File: config.mk
export PLATFORM = sky130hd
export DESIGN_NAME = link_wake_ctrl
export DESIGN_NICKNAME = d
export VERILOG_FILES = /design/src/rtl/link_wake_pkg.sv /design/src/rtl/link_wake_sync.sv /design/src/rtl/link_wake_seq.sv /design/src/rtl/link_wake_flag.sv /design/src/rtl/link_wake_gate.sv /design/src/rtl/link_wake_ctrl.sv
export SDC_FILE = /design/constraint.sdc
export NUM_CORES = 1
export LEC_CHECK = 0
export CAP_MARGIN = 20
export CORE_AREA = 3 3 42 82
export CTS_CLUSTER_SIZE = 25
export DETAILED_ROUTE_END_ITERATION = 16
export DIE_AREA = 0 0 45 85
export GPL_TIMING_DRIVEN = 1
export PLACE_DENSITY = 0.83
export SYNTH_ARGS = -nofsm -noshare
export SYNTH_HDL_FRONTEND = slang
export SYNTH_SLANG_ARGS = --single-unit
File: constraint.sdc
create_clock -name clk -period 4 [get_ports clk]
set_input_delay 0.4 -clock clk [delete_from_list [all_inputs] [get_ports clk]]
set_output_delay 0.4 -clock clk [all_outputs]
set_load 0.005 [all_outputs]
File: src/rtl/link_wake_pkg.sv
package link_wake_pkg;

    typedef enum logic [2:0] {
        ST_SLEEP = 3'd0,
        ST_COLD  = 3'd1,
        ST_WARM  = 3'd2,
        ST_WAIT  = 3'd3,
        ST_RUN   = 3'd4
    } link_state_t;

endpackage

File: src/rtl/link_wake_sync.sv
module link_wake_sync #(
    parameter int N_CODEC = 2
) (
    input  logic               clk,
    input  logic               rst_n,
    input  logic [N_CODEC-1:0] line_in,
    output logic [N_CODEC-1:0] rise
);

    for (genvar i = 0; i < N_CODEC; i++) begin : g_line
        logic meta_q;
        logic stab_q;
        logic prev_q;

        always_ff @(posedge clk or negedge rst_n) begin
            if (!rst_n) begin
                meta_q <= 1'b0;
                stab_q <= 1'b0;
                prev_q <= 1'b0;
            end else begin
                meta_q <= line_in[i];
                stab_q <= meta_q;
                prev_q <= stab_q;
            end
        end

        assign rise[i] = stab_q & ~prev_q;
    end

endmodule

File: src/rtl/link_wake_seq.sv
module link_wake_seq
    import link_wake_pkg::*;
#(
    parameter int CNT_W = 8
) (
    input  logic             clk,
    input  logic             rst_n,
    input  logic             cmd_cold,
    input  logic             cmd_warm,
    input  logic             cmd_sleep,
    input  logic [CNT_W-1:0] cold_len,
    input  logic [CNT_W-1:0] warm_len,
    input  logic             primary_ready,
    output logic             link_rst_n,
    output logic             link_sync,
    output logic             link_up,
    output logic             in_sleep
);

    link_state_t      state_q, state_d;
    logic [CNT_W-1:0] cnt_q, cnt_d;
    logic [CNT_W-1:0] cold_m1, warm_m1;

    assign cold_m1 = (cold_len == '0) ? '0 : cold_len - 1'b1;
    assign warm_m1 = (warm_len == '0) ? '0 : warm_len - 1'b1;

    always_ff @(posedge clk or negedge rst_n) begin
        if (!rst_n) begin
            state_q <= ST_SLEEP;
            cnt_q   <= '0;
        end else begin
            state_q <= state_d;
            cnt_q   <= cnt_d;
        end
    end

    always_comb begin
        state_d = state_q;
        cnt_d   = cnt_q;
        if (cmd_cold) begin
            state_d = ST_COLD;
            cnt_d   = cold_m1;
        end else begin
            unique case (state_q)
                ST_SLEEP: begin
                    if (cmd_warm) begin
                        state_d = ST_WARM;
                        cnt_d   = warm_m1;
                    end
                end
                ST_COLD, ST_WARM: begin
                    if (cnt_q == '0) state_d = ST_WAIT;
                    else             cnt_d   = cnt_q - 1'b1;
                end
                ST_WAIT: begin
                    if (cmd_sleep)          state_d = ST_SLEEP;
                    else if (primary_ready) state_d = ST_RUN;
                end
                ST_RUN: begin
                    if (cmd_sleep) state_d = ST_SLEEP;
                end
                default: state_d = ST_SLEEP;
            endcase
        end
    end

    always_comb begin
        link_rst_n = 1'b1;
        link_sync  = 1'b0;
        link_up    = 1'b0;
        in_sleep   = 1'b0;
        unique case (state_q)
            ST_SLEEP: in_sleep   = 1'b1;
            ST_COLD:  link_rst_n = 1'b0;
            ST_WARM:  link_sync  = 1'b1;
            ST_WAIT:  link_up    = 1'b1;
            ST_RUN:   link_up    = 1'b1;
            default:  in_sleep   = 1'b1;
        endcase
    end

endmodule

File: src/rtl/link_wake_flag.sv
module link_wake_flag #(
    parameter int N_CODEC = 2
) (
    input  logic               clk,
    input  logic               rst_n,
    input  logic [N_CODEC-1:0] rise,
    input  logic               armed,
    input  logic               clr,
    output logic [N_CODEC-1:0] src,
    output logic               pme_n
);

    logic [N_CODEC-1:0] set;
    logic               pme_q;

    assign set = rise & {N_CODEC{armed}};

    always_ff @(posedge clk or negedge rst_n) begin
        if (!rst_n) begin
            src   <= '0;
            pme_q <= 1'b0;
        end else begin
            src   <= (clr ? '0 : src) | set;
            pme_q <= (pme_q & ~clr) | (|set);
        end
    end

    assign pme_n = ~pme_q;

endmodule

File: src/rtl/link_wake_gate.sv
module link_wake_gate #(
    parameter int N_CODEC = 2
) (
    input  logic               clk,
    input  logic               rst_n,
    input  logic               link_up,
    input  logic [N_CODEC-1:0] ready,
    output logic [N_CODEC-1:0] tx_en
);

    for (genvar i = 0; i < N_CODEC; i++) begin : g_codec
        logic seen_q;

        always_ff @(posedge clk or negedge rst_n) begin
            if (!rst_n)       seen_q <= 1'b0;
            else if (link_up) seen_q <= seen_q | ready[i];
            else              seen_q <= 1'b0;
        end

        assign tx_en[i] = seen_q & link_up;
    end

endmodule

File: src/rtl/link_wake_ctrl.sv
module link_wake_ctrl #(
    parameter int N_CODEC = 2,
    parameter int CNT_W   = 8
) (
    input  logic               clk,
    input  logic               rst_n,
    input  logic [N_CODEC-1:0] sdin,
    input  logic               cmd_cold,
    input  logic               cmd_warm,
    input  logic               cmd_sleep,
    input  logic [CNT_W-1:0]   cold_len,
    input  logic [CNT_W-1:0]   warm_len,
    input  logic               wake_clr,
    input  logic [N_CODEC-1:0] codec_ready,
    output logic               pme_n,
    output logic [N_CODEC-1:0] wake_src,
    output logic               link_rst_n,
    output logic               link_sync,
    output logic [N_CODEC-1:0] tx_en
);

    logic [N_CODEC-1:0] line_rise;
    logic               link_up;
    logic               in_sleep;

    link_wake_sync #(.N_CODEC(N_CODEC)) u_sync (
        .clk     (clk),
        .rst_n   (rst_n),
        .line_in (sdin),
        .rise    (line_rise)
    );

    link_wake_seq #(.CNT_W(CNT_W)) u_seq (
        .clk           (clk),
        .rst_n         (rst_n),
        .cmd_cold      (cmd_cold),
        .cmd_warm      (cmd_warm),
        .cmd_sleep     (cmd_sleep),
        .cold_len      (cold_len),
        .warm_len      (warm_len),
        .primary_ready (codec_ready[0]),
        .link_rst_n    (link_rst_n),
        .link_sync     (link_sync),
        .link_up       (link_up),
        .in_sleep      (in_sleep)
    );

    link_wake_flag #(.N_CODEC(N_CODEC)) u_flag (
        .clk   (clk),
        .rst_n (rst_n),
        .rise  (line_rise),
        .armed (in_sleep),
        .clr   (wake_clr),
        .src   (wake_src),
        .pme_n (pme_n)
    );

    link_wake_gate #(.N_CODEC(N_CODEC)) u_gate (
        .clk     (clk),
        .rst_n   (rst_n),
        .link_up (link_up),
        .ready   (codec_ready),
        .tx_en   (tx_en)
    );

endmodule

==> impl_metrics.env, run 1 <==
export IMPL_run_status="finished, final reports clean"
export IMPL_synth_net_count=202
export IMPL_postRouteAntennaNets=0
export IMPL_yosysWarnings=0
export IMPL_synthAdderAreaFrac_pct=4.86
export IMPL_cts_buffers=3
export IMPL_netlist_area_leader_share_pct=35.6
export IMPL_synth_top_flop_cell="sky130_fd_sc_hd__dfrtp_1"
export IMPL_first_pass_grt_wire_length_um=6600
export IMPL_synth_yosys_seq_area_share_pct=35.6
export IMPL_routed_wire_length_per_instance_um=17.2
export IMPL_mappedNetlistArea_mm2=0.00155
export IMPL_fin_tns_setup_ns=0
export IMPL_die_w_um=45
export IMPL_first_global_vias=1485
export IMPL_die_height_um=85
export IMPL_p_leak_nw=0.798
export IMPL_initial_antenna_violation_count=0
export IMPL_maxClockFrequency_ghz=0.408
export IMPL_whs_path_depth=0
export IMPL_post_synth_inst_count=170
export IMPL_max_cap_viol_count=0
export IMPL_synthDistinctLibCells=51
export IMPL_timing_critical_path_cells="nand2_1 > o21ai_0 > and2_1 > clkdlybuf4s50_1"
export IMPL_synth_edff_count=0
export IMPL_period_minus_slack_ns=2.45
export IMPL_numPortBuffers=32
export IMPL_synth_top_family_by_area="compound AO/OA/AOI/OAI gates"
export IMPL_io_pin_count=33
export IMPL_cts_root_buffer="sky130_fd_sc_hd__clkbuf_8"
export IMPL_die_area_mm2=0.00383
export IMPL_report_final_setup_viol=0
export IMPL_regToRegStartpoint="u_seq.cnt_q[4]$_DFFE_PN0P_"
export IMPL_critical_path_required_ns=3.60
export IMPL_slew_limit_headroom_pct=35.5
export IMPL_cts_repair_resize_count=0
export IMPL_yosysTopAreaCell="sky130_fd_sc_hd__dfrtp_1"
export IMPL_tritoncts_num_sinks=22
export IMPL_async_flop_share_pct=100
export IMPL_finalWirelength_um=3970
export IMPL_critical_path_startpoint_type="flip-flop"
export IMPL_post_synth_and_or_nand_nor_area_fraction_pct=19.8
export IMPL_synth_compound_area_share_pct=22.3
export IMPL_detailroute_via_count=1427
export IMPL_timing_setup_critical_path_class="reg2out"
export IMPL_avgSynthCellArea_um2=9.09
export IMPL_postCtsSetupRepairBufs=0
export IMPL_final_min_period_over_clock_period_pct=61.3
export IMPL_core_area_mm2=0.00294
export IMPL_vdd_ir_drop_max_mv=0.324
export IMPL_cts_hold_buffers=0
export IMPL_sw_frac_of_total_pct=39.6
export IMPL_synth_common_cells="22 x sky130_fd_sc_hd__dfrtp_1, 18 x sky130_fd_sc_hd__inv_1, 11 x sky130_fd_sc_hd__nor2_1"
export IMPL_power_density_mw_per_mm2=589
export IMPL_num_rows=28
export IMPL_intPower_uw=693
export IMPL_rrSetupSlack_ns=1.83
export IMPL_nFillCells=254
export IMPL_post_layout_net_count=234
export IMPL_critical_path_max_stage_delay_ns=0.58
export IMPL_switchingPower_uw=455
export IMPL_hold_path_class="reg2reg"
export IMPL_muxShareOfSynthArea_pct=2.75
export IMPL_clock_transition_at_path_regs_ns=0.08
export IMPL_worst_setup_path_end_kind="output pin"
export IMPL_r2r_end="u_seq.cnt_q[4]$_DFFE_PN0P_"
export IMPL_diodes=0
export IMPL_p_comb_share_pct=48.9
export IMPL_grt_max_degree=23
export IMPL_ctsLongestPathBuffers=2
export IMPL_clock_insertion_delay_worst_skew_ns=0.26
export IMPL_synth_ff_latch_count=22
export IMPL_hold_path_endpoint="u_sync.g_line[0].stab_q$_DFF_PN0_"
export IMPL_share_seq_of_total_power_pct=33.3
export IMPL_yosys_cell_count_top_type="sky130_fd_sc_hd__dfrtp_1"
export IMPL_hp_start="u_sync.g_line[0].meta_q$_DFF_PN0_"
export IMPL_cp_data_arrival_time_ns=2.05
export IMPL_reg2reg_depth=5
export IMPL_grt_overflow_total=0
export IMPL_tightestPinTransition_ns=0.964
export IMPL_clock_skew_ns=0.00705
export IMPL_yosys_area_share_xor_xnor_pct=8.50
export IMPL_grt_use_total_pct=22.8
export IMPL_gpl_final_weighted_congestion=0.918
export IMPL_power_clock_fraction_pct=17.8
export IMPL_drcViolationCount=0
export IMPL_drt_first_iter_violations=50
export IMPL_final_max_slew_violation_count=0
export IMPL_synth_top_cells_by_area="sky130_fd_sc_hd__dfrtp_1 36%, sky130_fd_sc_hd__ha_1 4.9%, sky130_fd_sc_hd__xnor2_1 4.5%"
export IMPL_total_power_consumption_of_the_routed_design_mw=1.15
export IMPL_timing_hold_violations_final=0
export IMPL_detailedRoute_firstPassIterationCount=4
export IMPL_via_per_inst=6.18
export IMPL_start_util_pct=52.5
export IMPL_cts_tree="yes"
export IMPL_final_layout_size_suffix_gt1_share_pct=7.46
export IMPL_dpl_hpwl_um=3120
export IMPL_rsz0062_at_grt="no"
export IMPL_critical_path_slowest_cell="sky130_fd_sc_hd__dfrtp_1"
export IMPL_crit_fanout=11
export IMPL_area_growth_syn_to_layout_pct=26.0
export IMPL_cts_htree_levels=1
-- placed cells by master (no fill, tap or decap), types with 4 or more instances in the layout --
master                            instances
sky130_fd_sc_hd__dfrtp_1                 22
sky130_fd_sc_hd__nor3_1                   5
sky130_fd_sc_hd__nand2_1                  8
sky130_fd_sc_hd__xor2_1                   7
sky130_fd_sc_hd__clkdlybuf4s50_1         32
sky130_fd_sc_hd__a21oi_1                  8
sky130_fd_sc_hd__nor2_1                  11
sky130_fd_sc_hd__o21ai_0                  8
sky130_fd_sc_hd__xnor2_1                  8
sky130_fd_sc_hd__nor4_1                   4
sky130_fd_sc_hd__ha_1                     6
sky130_fd_sc_hd__inv_1                   18
-- how the worst max path moves through the flow --
stage,start,to,slack [ns],depth (start not counted)
after floorplan,u_seq.cnt_q[4]$_DFFE_PN0P_,u_seq.cnt_q[5]$_DFFE_PN0P_,2.01,6
after global routing,u_seq.state_q[0]$_DFFE_PN0P_,tx_en[0],1.40,4
after detailed placement,cold_len[4],u_seq.cnt_q[1]$_DFFE_PN0P_,1.36,6
after global placement,cold_len[4],u_seq.cnt_q[1]$_DFFE_PN0P_,1.50,6
final,u_seq.state_q[0]$_DFFE_PN0P_,tx_en[1],1.55,4
after CTS,u_seq.state_q[0]$_DFFE_PN0P_,tx_en[1],1.57,4
-- stage by stage --
step                      utilization [%]  setup slack (ns)  hold WS (ns)  instance area, um^2  cells
after detailed placement             63.7              1.36         0.337                 1880    227
after CTS                            66.2              1.57         0.355                 1950    231
after global placement               63.7              1.50         0.336                 1880    227
final                                66.2              1.55         0.352                 1950    231
after floorplan                         -              2.01         0.104                 1550    170
after global routing                 66.2              1.40         0.371                 1950    231
-- final cells by class --
class / instances / area [um^2] / share of cell area, %
multi-input cells: 125 / 900 / 46.2
flip-flops and latches: 22 / 551 / 28.3
clock buffers: 3 / 41.3 / 2.12
repair buffers: 32 / 320 / 16.5
clock inverters: 1 / 30.0 / 1.54
well taps: 30 / 37.5 / 1.93
inverters: 18 / 67.6 / 3.47
-- flip-flops by register name, indices dropped and copies added, names as in the netlist --
| signal | cells |
|---|---|
| u_gate.g_codec.seen_q | 2 |
| u_sync.g_line.meta_q | 2 |
| u_sync.g_line.prev_q | 2 |
| u_seq.cnt_q | 8 |
| u_seq.state_q | 3 |
| u_sync.g_line.stab_q | 2 |
| u_flag.src | 2 |
| u_flag.pme_q | 1 |
-- critical path, delay by kind of cell (launching register included) --
family	cells	cell delay, ns
buffers and inverters	1	0.49
AO/OA/AOI/OAI	1	0.37
AND/OR/NAND/NOR	2	0.34
flip-flops	1	0.58
-- metal layers --
metal | up-vias | track usage [%] | part of all wire, % | routed length (um)
met5 | - | 0 | 0 | 0
met1 | 689 | 21.4 | 34 | 1340
met2 | 47 | 43.4 | 58 | 2280
met3 | 15 | 1.06 | 3.4 | 135
li1 | 676 | - | - | -
met4 | 0 | 14.7 | 5.3 | 210
-- power groups by stage --
stage / clock, mW / sequential [mW] / combinational, mW
2_1_floorplan: 0 / 0.342 / 0.415
3_3_place_gp: 0 / 0.378 / 0.539
3_5_place_dp: 0 / 0.380 / 0.549
4_1_cts: 0.207 / 0.379 / 0.560
5_1_grt: 0.214 / 0.394 / 0.623
6_report: 0.205 / 0.382 / 0.561
-- kinds of logic (layout without fill, tap and decap cells) --
kind of cell	count (synthesis)	in the layout
fa+ha+maj	6	6
compound gates	47	47
mux	4	4
buf+inv	23	54
xor+xnor	15	15
simple gates	53	53
flops	22	22
Note: power is estimated with default switching activity, not from simulation.
==> run 2: changes to the inputs <==
Settings changed: CORE_AREA 3 3 42 82 to 3 3 45 88, DIE_AREA 0 0 45 85 to 0 0 48 91, PLACE_DENSITY 0.83 to 0.76.
Clock period 4 ns to 1.96 ns, I/O delays scaled along.
==> run 2 against run 1 <==
Net effect:
- utilization increased by 4.5 points
- largest power group unchanged
- highest routed layer unchanged
- sequential power increased by 93%
- critical path type is now reg2reg
- the run now ends with setup timing left
- clock power increased by 120%
- critical endpoint is now u_seq.cnt_q[5]$_DFFE_PN0P_
- hold slack got worse by 0.081 ns
==> impl_metrics.env, run 2 (synthesis gave the netlist of run 1 again) <==
export IMPL_tritoncts_num_sinks=22
export IMPL_ctsLongestPathBuffers=2
export IMPL_grt_overflow_total=0
export IMPL_die_area_mm2=0.00437
export IMPL_detailroute_via_count=1687
export IMPL_final_max_slew_violation_count=0
export IMPL_routed_wire_length_per_instance_um=17.9
export IMPL_numPortBuffers=32
export IMPL_slew_limit_headroom_pct=74.6
export IMPL_worst_setup_path_end_kind="flip-flop"
export IMPL_cts_htree_levels=1
export IMPL_postRouteAntennaNets=0
export IMPL_area_growth_syn_to_layout_pct=54.4
export IMPL_smallest_setup_slack_after_layout_ns=-0.137
export IMPL_max_cap_viol_count=0
export IMPL_clock_skew_ns=0.00439
export IMPL_tightestPinTransition_ns=0.380
export IMPL_timing_setup_critical_path_class="reg2reg"
export IMPL_clock_insertion_delay_worst_skew_ns=0.27
export IMPL_io_pin_count=33
export IMPL_maxClockFrequency_ghz=0.477
export IMPL_grt_max_degree=23
export IMPL_first_global_vias=1760
export IMPL_dpl_hpwl_um=3800
export IMPL_first_pass_grt_wire_length_um=7580
export IMPL_vdd_ir_drop_max_mv=0.522
export IMPL_timing_hold_violations_final=0
export IMPL_nFillCells=251
export IMPL_rrSetupSlack_ns=-0.14
export IMPL_cts_tree="yes"
export IMPL_run_status="complete, but fails checks"
export IMPL_diodes=0
export IMPL_multiInputGateArea_um2=975
export IMPL_critical_path_required_ns=2.17
export IMPL_drt_first_iter_violations=48
export IMPL_cts_buffers=3
export IMPL_top_register="u_seq.cnt_q"
export IMPL_final_cell_utilization_of_the_core_pct=70.6
export IMPL_p_leak_nw=1.08
export IMPL_finalWirelength_um=5010
export IMPL_rsz0062_at_grt="yes"
export IMPL_drcViolationCount=0
export IMPL_final_layout_size_suffix_gt1_share_pct=31.5
export IMPL_critical_path_startpoint_type="flip-flop"
export IMPL_cts_root_buffer="sky130_fd_sc_hd__clkbuf_8"
export IMPL_mostFrequentLayoutCell="sky130_fd_sc_hd__buf_4"
export IMPL_numPlacedInstances=263
export IMPL_finish_cell_count_without_fillers=280
export IMPL_detailedRoute_firstPassIterationCount=4
export IMPL_cts_hold_buffers=0
export IMPL_hold_path_class="in2async"
export IMPL_most_frequent_cells_in_the_layout="45 x sky130_fd_sc_hd__buf_4, 29 x sky130_fd_sc_hd__clkdlybuf4s50_1, 19 x sky130_fd_sc_hd__dfrtp_1"
export IMPL_final_min_period_over_clock_period_pct=107
export IMPL_clock_transition_at_path_regs_ns=0.09
export IMPL_start_util_pct=45.7
export IMPL_reg2reg_depth=6
export IMPL_via_per_inst=6.03
export IMPL_gpl_final_weighted_congestion=0.968
export IMPL_regToRegStartpoint="u_seq.cnt_q[4]$_DFFE_PN0P_"
export IMPL_r2r_end="u_seq.cnt_q[5]$_DFFE_PN0P_"
export IMPL_register_area_um2=554
export IMPL_largest_register_ff_count=8
export IMPL_initial_antenna_violation_count=0
export IMPL_crit_fanout=7
export IMPL_die_w_um=48
export IMPL_die_height_um=91
export IMPL_power_density_mw_per_mm2=1260
export IMPL_post_layout_net_count=281
export IMPL_period_minus_slack_ns=2.10
export IMPL_largestRegisters="u_seq.cnt_q: 8 flops, u_seq.state_q: 3 flops"
export IMPL_core_area_mm2=0.00338
export IMPL_grt_use_total_pct=24.0
export IMPL_cp_data_arrival_time_ns=2.30
export IMPL_num_rows=30
export IMPL_total_power_consumption_of_the_routed_design_mw=2.99
export IMPL_violated_checks="setup timing"
export IMPL_report_final_setup_viol=7
## run 2: cell count changes in the layout (fill, tap and decap cells not counted), moves of 3 or more
cell	change
sky130_fd_sc_hd__buf_4	+45
sky130_fd_sc_hd__clkdlybuf4s50_1	-3
sky130_fd_sc_hd__dfrtp_1	-3
sky130_fd_sc_hd__dfrtp_2	+3
sky130_fd_sc_hd__nand2_1	-3
sky130_fd_sc_hd__nand2_2	+3
## run 2: how the worst max path moves through the flow
stage,start,to
3_5_place_dp,cold_len[4],u_seq.cnt_q[1]$_DFFE_PN0P_
4_1_cts,u_seq.cnt_q[4]$_DFFE_PN0P_,u_seq.cnt_q[5]$_DFFE_PN0P_
5_1_grt,u_seq.cnt_q[4]$_DFFE_PN0P_,u_seq.cnt_q[0]$_DFFE_PN0P_
2_1_floorplan,u_seq.cnt_q[4]$_DFFE_PN0P_,u_seq.cnt_q[5]$_DFFE_PN0P_
3_3_place_gp,cold_len[4],u_seq.cnt_q[1]$_DFFE_PN0P_
6_report,u_seq.cnt_q[4]$_DFFE_PN0P_,u_seq.cnt_q[5]$_DFFE_PN0P_
## run 2: report_power, final
part           total, mW  internal, mW  switching [mW]  leakage, nW
combinational       1.81         0.950           0.863        0.782
sequential         0.738         0.599           0.139        0.265
clock              0.444         0.273           0.170       0.0357
## run 2: timing repair
item,in CTS,in global routing
resized for setup,10,15
pin swaps,2,3
setup buffers,1,12
setup endpoints to repair,9,11
## run 2: critical path, cell delays in order (launching register included)
cell and delay [ns]:
sky130_fd_sc_hd__dfrtp_1 0.39, sky130_fd_sc_hd__or4_4 0.55, sky130_fd_sc_hd__or4b_4 0.52, sky130_fd_sc_hd__a21oi_4 0.25, sky130_fd_sc_hd__buf_4 0.15, sky130_fd_sc_hd__a21oi_1 0.04, sky130_fd_sc_hd__a21oi_2 0.14
## run 2: routing by layer
metal	track usage, %	vias up	part of all wire (%)
met1	21.2	817	33
met2	43.1	73	57
met3	3.97	24	4.0
li1	-	773	-
met5	0	-	0
met4	16.4	0	5.5
## run 2: final cells by class
| cell class | instances | area share [%] |
|---|---|---|
| Tap cell | 32 | 1.68 |
| Sequential cell | 22 | 23.2 |
| Clock inverter | 1 | 1.26 |
| Inverter | 18 | 2.83 |
| Timing Repair Buffer | 79 | 28.4 |
| Multi-Input combinational cell | 125 | 40.8 |
| Clock buffer | 3 | 1.73 |
## run 2: per-stage QoR
step / setup TNS [ns] / hold WS, ns / worst slack (ns) / area (um^2)
2_1_floorplan: -0.0272 / -0.0996 / -0.0272 / 1550
3_3_place_gp: -0.854 / 0.341 / -0.196 / 2130
3_5_place_dp: -1.07 / 0.352 / -0.221 / 2130
4_1_cts: -0.683 / 0.279 / -0.150 / 2240
5_1_grt: -1.30 / 0.300 / -0.209 / 2390
6_report: -0.765 / 0.271 / -0.137 / 2390
